## config.mk

```make
export PLATFORM = sky130hd
export DESIGN_NAME = sr_gate_seq
export DESIGN_NICKNAME = d
export VERILOG_FILES = /design/src/rtl/sr_gate_pkg.sv /design/src/rtl/sr_load_detect.sv /design/src/rtl/sr_start_guard.sv /design/src/rtl/sr_gap_timer.sv /design/src/rtl/sr_gate_seq.sv
export SDC_FILE = /design/constraint.sdc
export NUM_CORES = 1
export LEC_CHECK = 0
export ABC_CLOCK_PERIOD_IN_PS = 1750
export BUFFER_PORTS_ARGS = -buffer_cell sky130_fd_sc_hd__buf_2
export CORE_UTILIZATION = 49
export CTS_CLUSTER_SIZE = 24
export DETAILED_ROUTE_END_ITERATION = 10
export PLACE_DENSITY_LB_ADDON = 0.25
export SLEW_MARGIN = 10
export SYNTH_ARGS = -nofsm -noshare
export SYNTH_HDL_FRONTEND = slang
export SYNTH_SLANG_ARGS = --single-unit
```

## constraint.sdc

```tcl
create_clock -name clk -period 1.75 [get_ports clk]
set_input_delay 0.0875 -clock clk [delete_from_list [all_inputs] [get_ports clk]]
set_output_delay 0.0875 -clock clk [all_outputs]
set_load 0.02 [all_outputs]
```

## src/rtl/sr_gate_pkg.sv

```systemverilog
package sr_gate_pkg;
  // Which rectifier gate a leg state selects.
  typedef enum logic {
    SIDE_E = 1'b0,
    SIDE_F = 1'b1
  } sr_side_e;

  typedef struct packed {
    logic e;
    logic f;
  } sr_gates_t;

  function automatic sr_side_e side_of(input logic c_on);
    return c_on ? SIDE_F : SIDE_E;
  endfunction
endpackage

```

## src/rtl/sr_load_detect.sv

```systemverilog
module sr_load_detect #(
  parameter int CW_W = 8
) (
  input  logic            clk,
  input  logic            rst_n,
  input  logic            clr,
  input  logic [CW_W-1:0] ctrl_word,
  input  logic [CW_W-1:0] enter_th,
  input  logic [CW_W-1:0] exit_th,
  output logic            light
);
  logic light_q;
  logic light_d;

  // Hysteresis: enter below one code, leave above another.
  always_comb begin
    light_d = light_q;
    if (!light_q && (ctrl_word < enter_th)) light_d = 1'b1;
    if (light_q && (ctrl_word > exit_th))   light_d = 1'b0;
  end

  always_ff @(posedge clk or negedge rst_n) begin
    if (!rst_n)   light_q <= 1'b0;
    else if (clr) light_q <= 1'b0;
    else          light_q <= light_d;
  end

  assign light = light_q;
endmodule

```

## src/rtl/sr_start_guard.sv

```systemverilog
module sr_start_guard (
  input  logic clk,
  input  logic rst_n,
  input  logic clr,
  input  logic ss_done,
  output logic ss_seen
);
  logic seen_q;

  always_ff @(posedge clk or negedge rst_n) begin
    if (!rst_n)       seen_q <= 1'b0;
    else if (clr)     seen_q <= 1'b0;
    else if (ss_done) seen_q <= 1'b1;
  end

  assign ss_seen = seen_q;
endmodule

```

## src/rtl/sr_gap_timer.sv

```systemverilog
module sr_gap_timer #(
  parameter int TD_W = 6
) (
  input  logic            clk,
  input  logic            rst_n,
  input  logic            clr,
  input  logic            load,
  input  logic [TD_W-1:0] load_val,
  output logic            expire
);
  localparam logic [TD_W-1:0] ONE = TD_W'(1);

  logic [TD_W-1:0] cnt_q;

  always_ff @(posedge clk or negedge rst_n) begin
    if (!rst_n)                cnt_q <= '0;
    else if (clr)              cnt_q <= '0;
    else if (load)             cnt_q <= load_val;
    else if (cnt_q != '0)      cnt_q <= cnt_q - ONE;
  end

  assign expire = (cnt_q == ONE);
endmodule

```

## src/rtl/sr_gate_seq.sv

```systemverilog
module sr_gate_seq
  import sr_gate_pkg::*;
#(
  parameter int CW_W = 8,
  parameter int TD_W = 6
) (
  input  logic            clk,
  input  logic            rst_n,
  input  logic            enable,
  input  logic            leg_flip,
  input  logic            leg_c,
  input  logic            flip_by_ocp,
  input  logic [CW_W-1:0] ctrl_word,
  input  logic [CW_W-1:0] ll_enter_th,
  input  logic [CW_W-1:0] ll_exit_th,
  input  logic            ss_done,
  input  logic [TD_W-1:0] td3_cycles,
  output logic            gate_e,
  output logic            gate_f
);
  localparam logic [TD_W-1:0] NO_GAP = '0;

  logic      en_q;
  logic      running;
  logic      light;
  logic      ss_seen;
  logic      zero_gap;
  logic      expire;
  logic      take_flip;
  logic [TD_W-1:0] gap;
  sr_side_e  out_side_q, out_side_d;
  sr_side_e  in_side;
  sr_gates_t gates_q, gates_d;

  always_ff @(posedge clk or negedge rst_n) begin
    if (!rst_n) en_q <= 1'b0;
    else        en_q <= enable;
  end

  assign running   = enable & en_q;
  assign take_flip = running & leg_flip;

  sr_load_detect #(.CW_W(CW_W)) u_load (
    .clk       (clk),
    .rst_n     (rst_n),
    .clr       (!enable),
    .ctrl_word (ctrl_word),
    .enter_th  (ll_enter_th),
    .exit_th   (ll_exit_th),
    .light     (light)
  );

  sr_start_guard u_start (
    .clk     (clk),
    .rst_n   (rst_n),
    .clr     (!enable),
    .ss_done (ss_done),
    .ss_seen (ss_seen)
  );

  // Overlap is chosen per flip from load, limit and start-up state.
  assign zero_gap = light | flip_by_ocp | !ss_seen;
  assign gap      = zero_gap ? NO_GAP : td3_cycles;

  sr_gap_timer #(.TD_W(TD_W)) u_timer (
    .clk      (clk),
    .rst_n    (rst_n),
    .clr      (!running),
    .load     (take_flip),
    .load_val (gap),
    .expire   (expire)
  );

  assign in_side = side_of(leg_c);

  always_comb begin
    gates_d    = gates_q;
    out_side_d = out_side_q;
    if (expire) begin
      if (out_side_q == SIDE_F) gates_d.f = 1'b0;
      else                      gates_d.e = 1'b0;
    end
    if (take_flip) begin
      out_side_d = (in_side == SIDE_F) ? SIDE_E : SIDE_F;
      if (in_side == SIDE_F) begin
        gates_d.f = 1'b1;
        if (gap == NO_GAP) gates_d.e = 1'b0;
      end else begin
        gates_d.e = 1'b1;
        if (gap == NO_GAP) gates_d.f = 1'b0;
      end
    end
  end

  always_ff @(posedge clk or negedge rst_n) begin
    if (!rst_n) begin
      gates_q    <= '0;
      out_side_q <= SIDE_E;
    end else if (!running) begin
      gates_q    <= '0;
      out_side_q <= SIDE_E;
    end else begin
      gates_q    <= gates_d;
      out_side_q <= out_side_d;
    end
  end

  assign gate_e = gates_q.e;
  assign gate_f = gates_q.f;
endmodule

```

==> results of run 1 <==
[synth_stat cells]
library cell	number	area [µm²]
sky130_fd_sc_hd__o211ai_1	2	15.0
sky130_fd_sc_hd__xnor2_1	4	35.0
sky130_fd_sc_hd__or2b_2	1	8.76
sky130_fd_sc_hd__nand2_1	6	22.5
sky130_fd_sc_hd__nand3_1	2	10.0
sky130_fd_sc_hd__nor3_1	2	10.0
sky130_fd_sc_hd__a211oi_2	1	12.5
sky130_fd_sc_hd__xor2_1	1	8.76
sky130_fd_sc_hd__or3_1	1	6.26
sky130_fd_sc_hd__buf_4	1	7.51
sky130_fd_sc_hd__inv_1	21	78.8
sky130_fd_sc_hd__o21a_1	1	7.51
sky130_fd_sc_hd__or3_4	2	22.5
sky130_fd_sc_hd__a21oi_1	6	30.0
sky130_fd_sc_hd__nor3b_1	1	7.51
sky130_fd_sc_hd__a41oi_1	1	8.76
sky130_fd_sc_hd__o21ai_0	4	20.0
sky130_fd_sc_hd__a211oi_1	5	37.5
sky130_fd_sc_hd__a31oi_1	2	12.5
sky130_fd_sc_hd__nand2b_1	1	6.26
sky130_fd_sc_hd__o32ai_1	2	17.5
sky130_fd_sc_hd__dfrtp_1	12	300
sky130_fd_sc_hd__o41ai_1	2	17.5
sky130_fd_sc_hd__nor4_1	2	12.5
sky130_fd_sc_hd__nand3_2	1	10.0
sky130_fd_sc_hd__nor2b_1	2	12.5
sky130_fd_sc_hd__nor3_2	1	10.0
sky130_fd_sc_hd__nor3b_2	1	12.5
sky130_fd_sc_hd__ha_1	18	225
sky130_fd_sc_hd__a21boi_0	1	7.51
sky130_fd_sc_hd__nand4_1	2	12.5
sky130_fd_sc_hd__nor2_1	12	45.0
[logic make-up after synthesis]
logic type,after synthesis,synth area share [%]
adder cells (fa/ha/maj),18,21.4
flip-flops,12,28.6
AND/OR/NAND/NOR,37,19.9
XOR/XNOR,5,4.17
AO/OA/AOI/OAI,27,17.7
buffers and inverters,22,8.21
[flip-flops by register name (all words and copies together), names as in the netlist]
register / cells
en_q: 1
gate_e: 1
gate_f: 1
out_side_q: 1
u_load.light: 1
u_start.ss_seen: 1
u_timer.cnt_q: 6
[cells in the final DEF, fill, tap and decap left out, types with 2 or more instances in the layout]
cell,n
sky130_fd_sc_hd__dlygate4sd3_1,2
sky130_fd_sc_hd__xnor2_1,4
sky130_fd_sc_hd__nor3_1,2
sky130_fd_sc_hd__a21oi_1,6
sky130_fd_sc_hd__o211ai_1,2
sky130_fd_sc_hd__o32ai_1,2
sky130_fd_sc_hd__nor2_1,11
sky130_fd_sc_hd__or3_4,2
sky130_fd_sc_hd__a31oi_1,2
sky130_fd_sc_hd__nand4_1,2
sky130_fd_sc_hd__nand3_1,2
sky130_fd_sc_hd__nand2_1,6
sky130_fd_sc_hd__nor4_1,2
sky130_fd_sc_hd__ha_1,18
sky130_fd_sc_hd__dfrtp_1,12
sky130_fd_sc_hd__nor2b_1,2
sky130_fd_sc_hd__o21ai_0,4
sky130_fd_sc_hd__a211oi_1,5
sky130_fd_sc_hd__clkbuf_4,3
sky130_fd_sc_hd__buf_2,38
sky130_fd_sc_hd__inv_1,20
sky130_fd_sc_hd__o41ai_1,2
[path summary, 6_finish.rpt]
path                                       start          endpoint  slack (ns)  cells after the start
min in group asynchronous                  rst_n  u_timer.cnt_q[3]        0.23                      2
worst max-delay path            u_timer.cnt_q[1]  u_timer.cnt_q[2]        0.06                      6
worst max register to register  u_timer.cnt_q[1]  u_timer.cnt_q[2]        0.06                      6
worst min register to register   u_start.ss_seen   u_start.ss_seen        0.50                      1
worst min-delay path                       leg_c        out_side_q        0.02                      2
max in group asynchronous                  rst_n            gate_e        1.30                      2
[metal layers]
layer,wire (µm),global-route usage (%)
met1,946,22.4
met2,1330,47.2
met4,97,13.7
met3,76,2.52
met5,0,0
[critical path, stage by stage (launching register included)]
cell and delay, ns:
sky130_fd_sc_hd__dfrtp_1 0.42, sky130_fd_sc_hd__inv_1 0.11, sky130_fd_sc_hd__ha_1 0.18, sky130_fd_sc_hd__or2b_2 0.31
sky130_fd_sc_hd__or3_4 0.37, sky130_fd_sc_hd__nand3_2 0.12, sky130_fd_sc_hd__a211oi_1 0.05
[report_power, final]
group	switching, mW	internal, mW	total, mW
logic	0.148	0.141	0.289
registers	0.0210	0.297	0.318
clock network	0.0899	0.126	0.216
[final cells by class]
class,count,area [µm²],share of cell area [%]
multi-input cells,87,667,50.0
flip-flops and latches,12,300,22.5
repair buffers,41,218,16.3
inverters,21,78.8,5.91
clock buffers,4,36.3,2.72
well taps,27,33.8,2.53
[through the flow]
stage               hold WS [ns]  cells  area (µm²)  power (mW)  utilization [%]
CTS                      0.00132    190        1310       0.825             66.3
detailed placement       -0.0279    185        1270       0.604             64.0
finish                    0.0193    192        1330       0.823             67.3
global route              0.0224    192        1330       0.882             67.3
global placement         -0.0269    185        1270       0.584             64.0
floorplan                 -0.208    121        1050       0.502                -
[timing repair]
action                                  in CTS  in global routing
hold endpoints to repair                    12                  1
resized for setup                            0                  2
setup buffers                                0                  1
hold buffers                                 1                  1
endpoints found under the setup margin       0                  5
==> impl_metrics.json, run 1 <==
{
  "run_status": "finished clean",
  "final_global_route_overflow_total": 0,
  "crit_type": "reg -> reg",
  "synth_seq_cells": 12,
  "initial_antenna_violation_count": 0,
  "route.detailed.drc": 0,
  "finalClockSkew_ns": 0.00396,
  "wl_per_cell_um": 12.8,
  "mean_instance_size_in_the_synthesized_netlist_um2": 8.69,
  "report.final.setup_viol": 0,
  "fp.dieH_um": 48.3,
  "clock_latency_ns": 0.27,
  "drt_iter0_markers": 5,
  "maximum_clock_rate_ghz": 0.593,
  "fin_crit_ns": 1.69,
  "areaGrowthSynthToFinish_pct": 26.9,
  "synth.cell_area_um2": 1050,
  "synth.lib_cells_used.distinct": 32,
  "grt_start_max_net_pins": 14,
  "cts.sinks": 12,
  "detail_route.first_pass.iterations": 4,
  "core-area_um2": 1980,
  "syn_inst": 121,
  "drive_above_1_share_pct": 31.5,
  "detailroute.via_count": 1015,
  "tightest_pin_transition_ns": 0.389,
  "clock_tree.htree_level_count": 1,
  "tritoncts": "done",
  "seq_area_frac_synth_pct": 28.6,
  "cts.reportedPaths.clkPinSlew_ns": 0.07,
  "max_cap_check_violation_count": 0,
  "endpoint_kind": "register",
  "port_buffers": 38,
  "final_antenna_net_count": 0,
  "first_pass_grt_wire_length_mm": 4.17,
  "gp_congestion": 0.778,
  "critical_path_peak_fanout": 4,
  "post_syn_nets": 176,
  "grt_setup_unrepaired": "no",
  "fin_nets": 221,
  "via_per_inst": 5.29,
  "cts_made_buffers": 3,
  "nFillCells": 181,
  "diodes": 0,
  "power.static_leakage_nw": 0.701,
  "preCtsSetupSlack_ns": 0.0720,
  "die_width_um": 48.3,
  "worst_hold_path_type": "in -> reg",
  "worst_setup_start_kind": "register",
  "max-clock-path-buffers": 2,
  "grt_pass1_vias": 1037,
  "hold_violations": 0,
  "floorplan.die_area_um2": 2330,
  "initial_core_util_pct": 53.0,
  "timing_max_transition_violations_final": 0,
  "vdd_ir_drop_max_mv": 0.355,
  "synth-warning-count": 0,
  "detailedPlacementHpwl_mm": 2.07,
  "critical_path_data_required_time_ns": 1.90,
  "tns_ns": 0,
  "worst_slack_ns": 0.0647,
  "gr-usage-all-layers_pct": 23.4,
  "floorplan.io_pins": 39,
  "power_density_relative_to_cell_area_nw_per_um2": 617,
  "min_period_over_period_pct": 96.3,
  "placement_rows": 16,
  "relSlewSlack_pct": 73.7,
  "ctsRootBufferMaster": "sky130_fd_sc_hd__clkbuf_4",
  "postRouteWirelength_mm": 2.45,
  "worst_ep_arrival_time_ns": 1.83
}
Note: power is estimated with default switching activity, not from simulation.
==> inputs of run 2 (changes only) <==
BUFFER_PORTS_ARGS = -buffer_cell sky130_fd_sc_hd__buf_4   (was -buffer_cell sky130_fd_sc_hd__buf_2)
==> run 2 against run 1 <==
Worst setup slack gained 0.017 ns. Critical path depth is the same. First-iteration DRC count grew to 2.6 times the previous value. Sequential cell count is the same. Global-route usage shrank 1.2 points. Core utilization grew 4.3 points. Clock skew grew 0.0018 ns. Critical endpoint unchanged. Largest power group unchanged. Sequential power is essentially flat. Largest cell class unchanged. Wire length shrank 5.5%. Sequential share of layout area shrank 1.4 points. Via count shrank 0.69%. Non-clock buffer count shrank 1.
==> impl_metrics.json, run 2 (synthesized netlist as in run 1, its figures left out) <==
{
  "power.share.clock_pct": 25.7,
  "crit_type": "reg -> reg",
  "fp.dieH_um": 48.3,
  "multi_input_area_um2": 664,
  "tritoncts": "done",
  "run_status": "finished clean",
  "nFillCells": 165,
  "route.detailed.drc": 0,
  "endpoint_kind": "register",
  "switching_share_pct": 30.2,
  "critical_path_peak_fanout": 4,
  "areaGrowthSynthToFinish_pct": 35.0,
  "floorplan.io_pins": 39,
  "timing_max_transition_violations_final": 0,
  "critical_path.cell_chain": "inv_1 -> ha_1 -> or2b_2 -> or3_4 -> nand3_2 -> a211oi_1",
  "regMostFlops": "u_timer.cnt_q",
  "die_width_um": 48.3,
  "finalClockSkew_ns": 0.00576,
  "comb_power_share_pct": 36.5,
  "max_cap_check_violation_count": 0,
  "report.final.setup_viol": 0,
  "hp-start": "ss_done",
  "cpPeakStageDelay_ns": 0.42,
  "power.internal_uw": 585,
  "largest_register_ff_count": 6,
  "fin_nets": 220,
  "critical_path_data_required_time_ns": 1.89,
  "fin_crit_ns": 1.67,
  "power_density_relative_to_cell_area_nw_per_um2": 590,
  "post-cts-setup-buffer-count": 0,
  "gp_congestion": 0.796,
  "cts_made_buffers": 3,
  "placement_rows": 16,
  "grt_start_max_net_pins": 14,
  "wl_per_cell_um": 12.1,
  "first_pass_grt_wire_length_mm": 4.01,
  "worst_ep_arrival_time_ns": 1.81,
  "port_buffers": 38,
  "share_seq_of_total_power_pct": 37.8,
  "worst_slack_ns": 0.0813,
  "p_sw_uw": 253,
  "detailedPlacementHpwl_mm": 2.00,
  "worst_setup_start_kind": "register",
  "worst_hold_path_type": "in -> reg",
  "stdcell_area_um2": 1420,
  "clock_latency_ns": 0.27,
  "hold_violations": 0,
  "drt_iter0_markers": 13,
  "min_period_over_period_pct": 95.4,
  "vdd_ir_drop_max_mv": 0.311,
  "mostFrequentLayoutCell": "sky130_fd_sc_hd__buf_4",
  "gr-usage-all-layers_pct": 22.2,
  "max-clock-path-buffers": 2,
  "preCtsSetupSlack_ns": 0.103,
  "post_cts_resized": 0,
  "floorplan.die_area_um2": 2330,
  "final_antenna_net_count": 0,
  "ctsRootBufferMaster": "sky130_fd_sc_hd__clkbuf_4",
  "cp_slowest_cell": "sky130_fd_sc_hd__dfrtp_1",
  "grt_pass1_vias": 1067,
  "detailroute.via_count": 1008,
  "grt_setup_unrepaired": "yes",
  "cts.reportedPaths.clkPinSlew_ns": 0.07,
  "cts.sinks": 12,
  "postRouteWirelength_mm": 2.32,
  "detail_route.first_pass.iterations": 4,
  "initial_antenna_violation_count": 0,
  "maximum_clock_rate_ghz": 0.599,
  "via_per_inst": 5.28,
  "power.static_leakage_nw": 0.727,
  "clock_tree.htree_level_count": 1,
  "diodes": 0,
  "rr_startpoint": "u_timer.cnt_q[0]",
  "setup.worst_path.start": "u_timer.cnt_q[0]",
  "drive_above_1_share_pct": 29.9,
  "dpl-instance-area_um2": 1360,
  "core-area_um2": 1980,
  "layout.cells.most_common_list": "sky130_fd_sc_hd__buf_4 (38), sky130_fd_sc_hd__inv_1 (21), sky130_fd_sc_hd__ha_1 (18)",
  "final_global_route_overflow_total": 0,
  "initial_core_util_pct": 53.0,
  "relSlewSlack_pct": 73.9,
  "tightest_pin_transition_ns": 0.390,
  "sequential_cell_area_um2": 300
}
## run 2: changes by cell type in the layout (fill, tap and decap cells not counted), sizes merged
cell  previous run  this run
buf             39        38
## run 2: final cells by class
| type | instances | share of cell area [%] |
|---|---|---|
| multi-input combinational | 87 | 46.8 |
| timing repair buffer | 40 | 21.5 |
| inverter | 21 | 5.56 |
| sequential | 12 | 21.2 |
| tap | 27 | 2.38 |
| clock buffer | 4 | 2.56 |
## run 2: final timing paths
path,to,slack [ns],cells after the start
worst max-delay path,u_timer.cnt_q[2],0.08,6
worst min-delay path,u_start.ss_seen,0.01,2
worst max register to register,u_timer.cnt_q[2],0.08,6
worst min register to register,u_start.ss_seen,0.49,1
max in group asynchronous,gate_e,1.42,2
min in group asynchronous,u_timer.cnt_q[2],0.18,2
## run 2: power groups by stage
stage          clock, mW  sequential (mW)  combinational (mW)
5_1_grt            0.232            0.319               0.342
3_5_place_dp           0            0.322               0.300
2_1_floorplan          0            0.319               0.183
6_report           0.215            0.317               0.305
4_1_cts            0.220            0.316               0.306
3_3_place_gp           0            0.320               0.288
## run 2: layer usage
metal | up-vias | routed length [µm] | track usage, % | share of wire, %
met5 | - | 0 | 0 | 0
met3 | 6 | 51 | 0.943 | 2.2
li1 | 512 | - | - | -
met2 | 23 | 1280 | 43.4 | 55
met4 | 0 | 61 | 15.7 | 2.6
met1 | 467 | 923 | 22.2 | 40
## run 2: critical path: cells and delay by family, from the launching register on
| family | cells | cell delay, ns |
|---|---|---|
| flops | 1 | 0.42 |
| fa+ha+maj | 1 | 0.15 |
| simple gates | 3 | 0.77 |
| buf+inv | 1 | 0.14 |
| compound gates | 1 | 0.06 |
## run 2: stage by stage
step | setup TNS (ns) | cells | power (mW) | utilization, % | hold slack (ns)
finish | 0 | 191 | 0.837 | 71.6 | 0.0107
global route | -0.00601 | 191 | 0.894 | 71.6 | 0.00964
CTS | 0 | 191 | 0.843 | 71.6 | 0.0106
detailed placement | 0 | 185 | 0.622 | 68.8 | -0.0688
global placement | 0 | 185 | 0.608 | 68.8 | -0.0682
floorplan | 0 | 121 | 0.502 | - | -0.208
## run 2: timing repair
item,4_1_cts,5_1_grt
setup endpoints to repair,0,1
hold buffers,2,0
hold endpoints to repair,13,0
==> inputs of run 3 (changes only) <==
ABC_CLOCK_PERIOD_IN_PS = 2000   (was 1750)
CORE_UTILIZATION = 52   (was 49)
clock period = 2 ns   (was 1.75 ns; I/O delays follow)
==> run 3 against run 2 <==
Sequential cell count stayed put. Total power decreased by 17%. Worst hold slack better by 0.0068 ns. Via count increased by 2.2%. Non-clock buffer count is the same. Critical endpoint is now u_timer.cnt_q[1].
==> impl_metrics.json, run 3 (synthesized netlist as in run 1, its figures left out) <==
{
  "run_status": "finished clean",
  "stdcell_area_um2": 1400,
  "hp-start": "leg_c",
  "crit_type": "reg -> reg",
  "regMostFlops": "u_timer.cnt_q",
  "detailroute.via_count": 1030,
  "wl_per_cell_um": 12.1,
  "max-clock-path-buffers": 2,
  "grt_setup_unrepaired": "no",
  "floorplan.io_pins": 39,
  "vdd_ir_drop_max_mv": 0.261,
  "detail_route.first_pass.iterations": 4,
  "switching_share_pct": 31.9,
  "port_buffers": 38,
  "drt_iter0_markers": 21,
  "detailedPlacementHpwl_mm": 1.91,
  "sequential_cell_area_um2": 300,
  "worst_ep_arrival_time_ns": 1.85,
  "cts.sinks": 12,
  "power.share.clock_pct": 21.2,
  "endpoint_kind": "register",
  "layout.cells.most_common_list": "sky130_fd_sc_hd__buf_4 (38), sky130_fd_sc_hd__inv_1 (21), sky130_fd_sc_hd__ha_1 (18)",
  "critical_path_data_required_time_ns": 2.15,
  "placed_cells_incl_taps": 183,
  "final_global_route_overflow_total": 0,
  "initial_core_util_pct": 58.3,
  "cpPeakStageDelay_ns": 0.42,
  "route.detailed.drc": 0,
  "placement_rows": 15,
  "floorplan.die_area_um2": 2200,
  "critical_path_peak_fanout": 4,
  "clock_tree.htree_level_count": 1,
  "grt_pass1_vias": 970,
  "timing_max_transition_violations_final": 0,
  "share_seq_of_total_power_pct": 40.0,
  "die_width_um": 47.0,
  "grt_start_max_net_pins": 14,
  "critical_path.cell_chain": "inv_1 -> ha_1 -> or2b_2 -> or3_4 -> nor2_1 -> a211oi_2",
  "tritoncts": "done",
  "power.static_leakage_nw": 0.720,
  "postRouteWirelength_mm": 2.28,
  "rr_startpoint": "u_timer.cnt_q[0]",
  "setup.worst_path.start": "u_timer.cnt_q[0]",
  "report.power.total_uw": 691,
  "max_cap_check_violation_count": 0,
  "ctsRootBufferMaster": "sky130_fd_sc_hd__clkbuf_4",
  "hold_buffers": 2,
  "multi_input_area_um2": 664,
  "reg2reg_depth": 6,
  "tns_ns": 0,
  "cts.reportedPaths.clkPinSlew_ns": 0.07,
  "mostFrequentLayoutCell": "sky130_fd_sc_hd__buf_4",
  "drive_above_1_share_pct": 29.4,
  "p_sw_uw": 220,
  "fin_worst_hold_slack_ns": 0.0175,
  "fin_nets": 220,
  "areaGrowthSynthToFinish_pct": 33.5,
  "gp_congestion": 0.770,
  "cts_made_buffers": 3,
  "largest_register_ff_count": 6,
  "first_pass_grt_wire_length_mm": 3.74,
  "regToRegSetupSlack_ns": 0.30,
  "worst_hold_path_type": "in -> reg",
  "dpl-instance-area_um2": 1360,
  "diodes": 0,
  "clock_latency_ns": 0.27,
  "finish.cell_count_without_fillers": 188,
  "via_per_inst": 5.48,
  "tightest_pin_transition_ns": 0.429,
  "min_period_over_period_pct": 84.8,
  "power_density_relative_to_cell_area_nw_per_um2": 493,
  "hold_violations": 0,
  "post-cts-setup-buffer-count": 0,
  "worst_setup_start_kind": "register",
  "maximum_clock_rate_ghz": 0.590,
  "fin_crit_ns": 1.70,
  "fp.dieH_um": 47.0,
  "comb_power_share_pct": 38.8,
  "report.final.setup_viol": 0,
  "power.internal_uw": 471,
  "cp_slowest_cell": "sky130_fd_sc_hd__dfrtp_1",
  "gr-usage-all-layers_pct": 24.3,
  "nFillCells": 137,
  "hold_depth": 2,
  "initial_antenna_violation_count": 0,
  "finalClockSkew_ns": 0.00423,
  "core-area_um2": 1800,
  "final_antenna_net_count": 0,
  "relSlewSlack_pct": 71.2,
  "post_cts_resized": 0
}
## run 3: worst paths after layout
kind	endpoint
worst max-delay path	u_timer.cnt_q[1]
min in group asynchronous	u_load.light
worst min register to register	u_start.ss_seen
max in group asynchronous	u_timer.cnt_q[2]
worst max register to register	u_timer.cnt_q[1]
worst min-delay path	out_side_q
## run 3: metal layers
layer  routed length, µm  global-route usage (%)
met1                 900                    24.9
met2                1230                    49.7
met3                 102                    2.31
met4                  48                    8.57
met5                   0                       0
## run 3: cell type report
type	count	share of cell area [%]
multi-input combinational	87	47.4
timing repair buffer	40	21.8
sequential	12	21.4
tap	25	2.23
clock buffer	3	1.61
inverter	21	5.62
## run 3: critical path: cells and delay by family, from the launching register on
family	cells	cell delay, ns
AND/OR/NAND/NOR	3	0.80
flip-flops	1	0.42
adder cells (fa/ha/maj)	1	0.16
buffers and inverters	1	0.14
AO/OA/AOI/OAI	1	0.06
## run 3: power by group through the flow
| stage | Sequential (mW) | Combinational [mW] | Clock (mW) |
|---|---|---|---|
| floorplan | 0.279 | 0.160 | 0 |
| global placement | 0.280 | 0.252 | 0 |
| detailed placement | 0.281 | 0.264 | 0 |
| CTS | 0.276 | 0.270 | 0.144 |
| global route | 0.278 | 0.305 | 0.157 |
| finish | 0.276 | 0.268 | 0.147 |
## run 3: metrics by stage
| stage | utilization [%] | setup slack [ns] |
|---|---|---|
| 2_1_floorplan | - | 0.440 |
| 3_3_place_gp | 75.5 | 0.409 |
| 3_5_place_dp | 75.5 | 0.319 |
| 4_1_cts | 77.8 | 0.300 |
| 5_1_grt | 77.8 | 0.215 |
| 6_report | 77.8 | 0.304 |
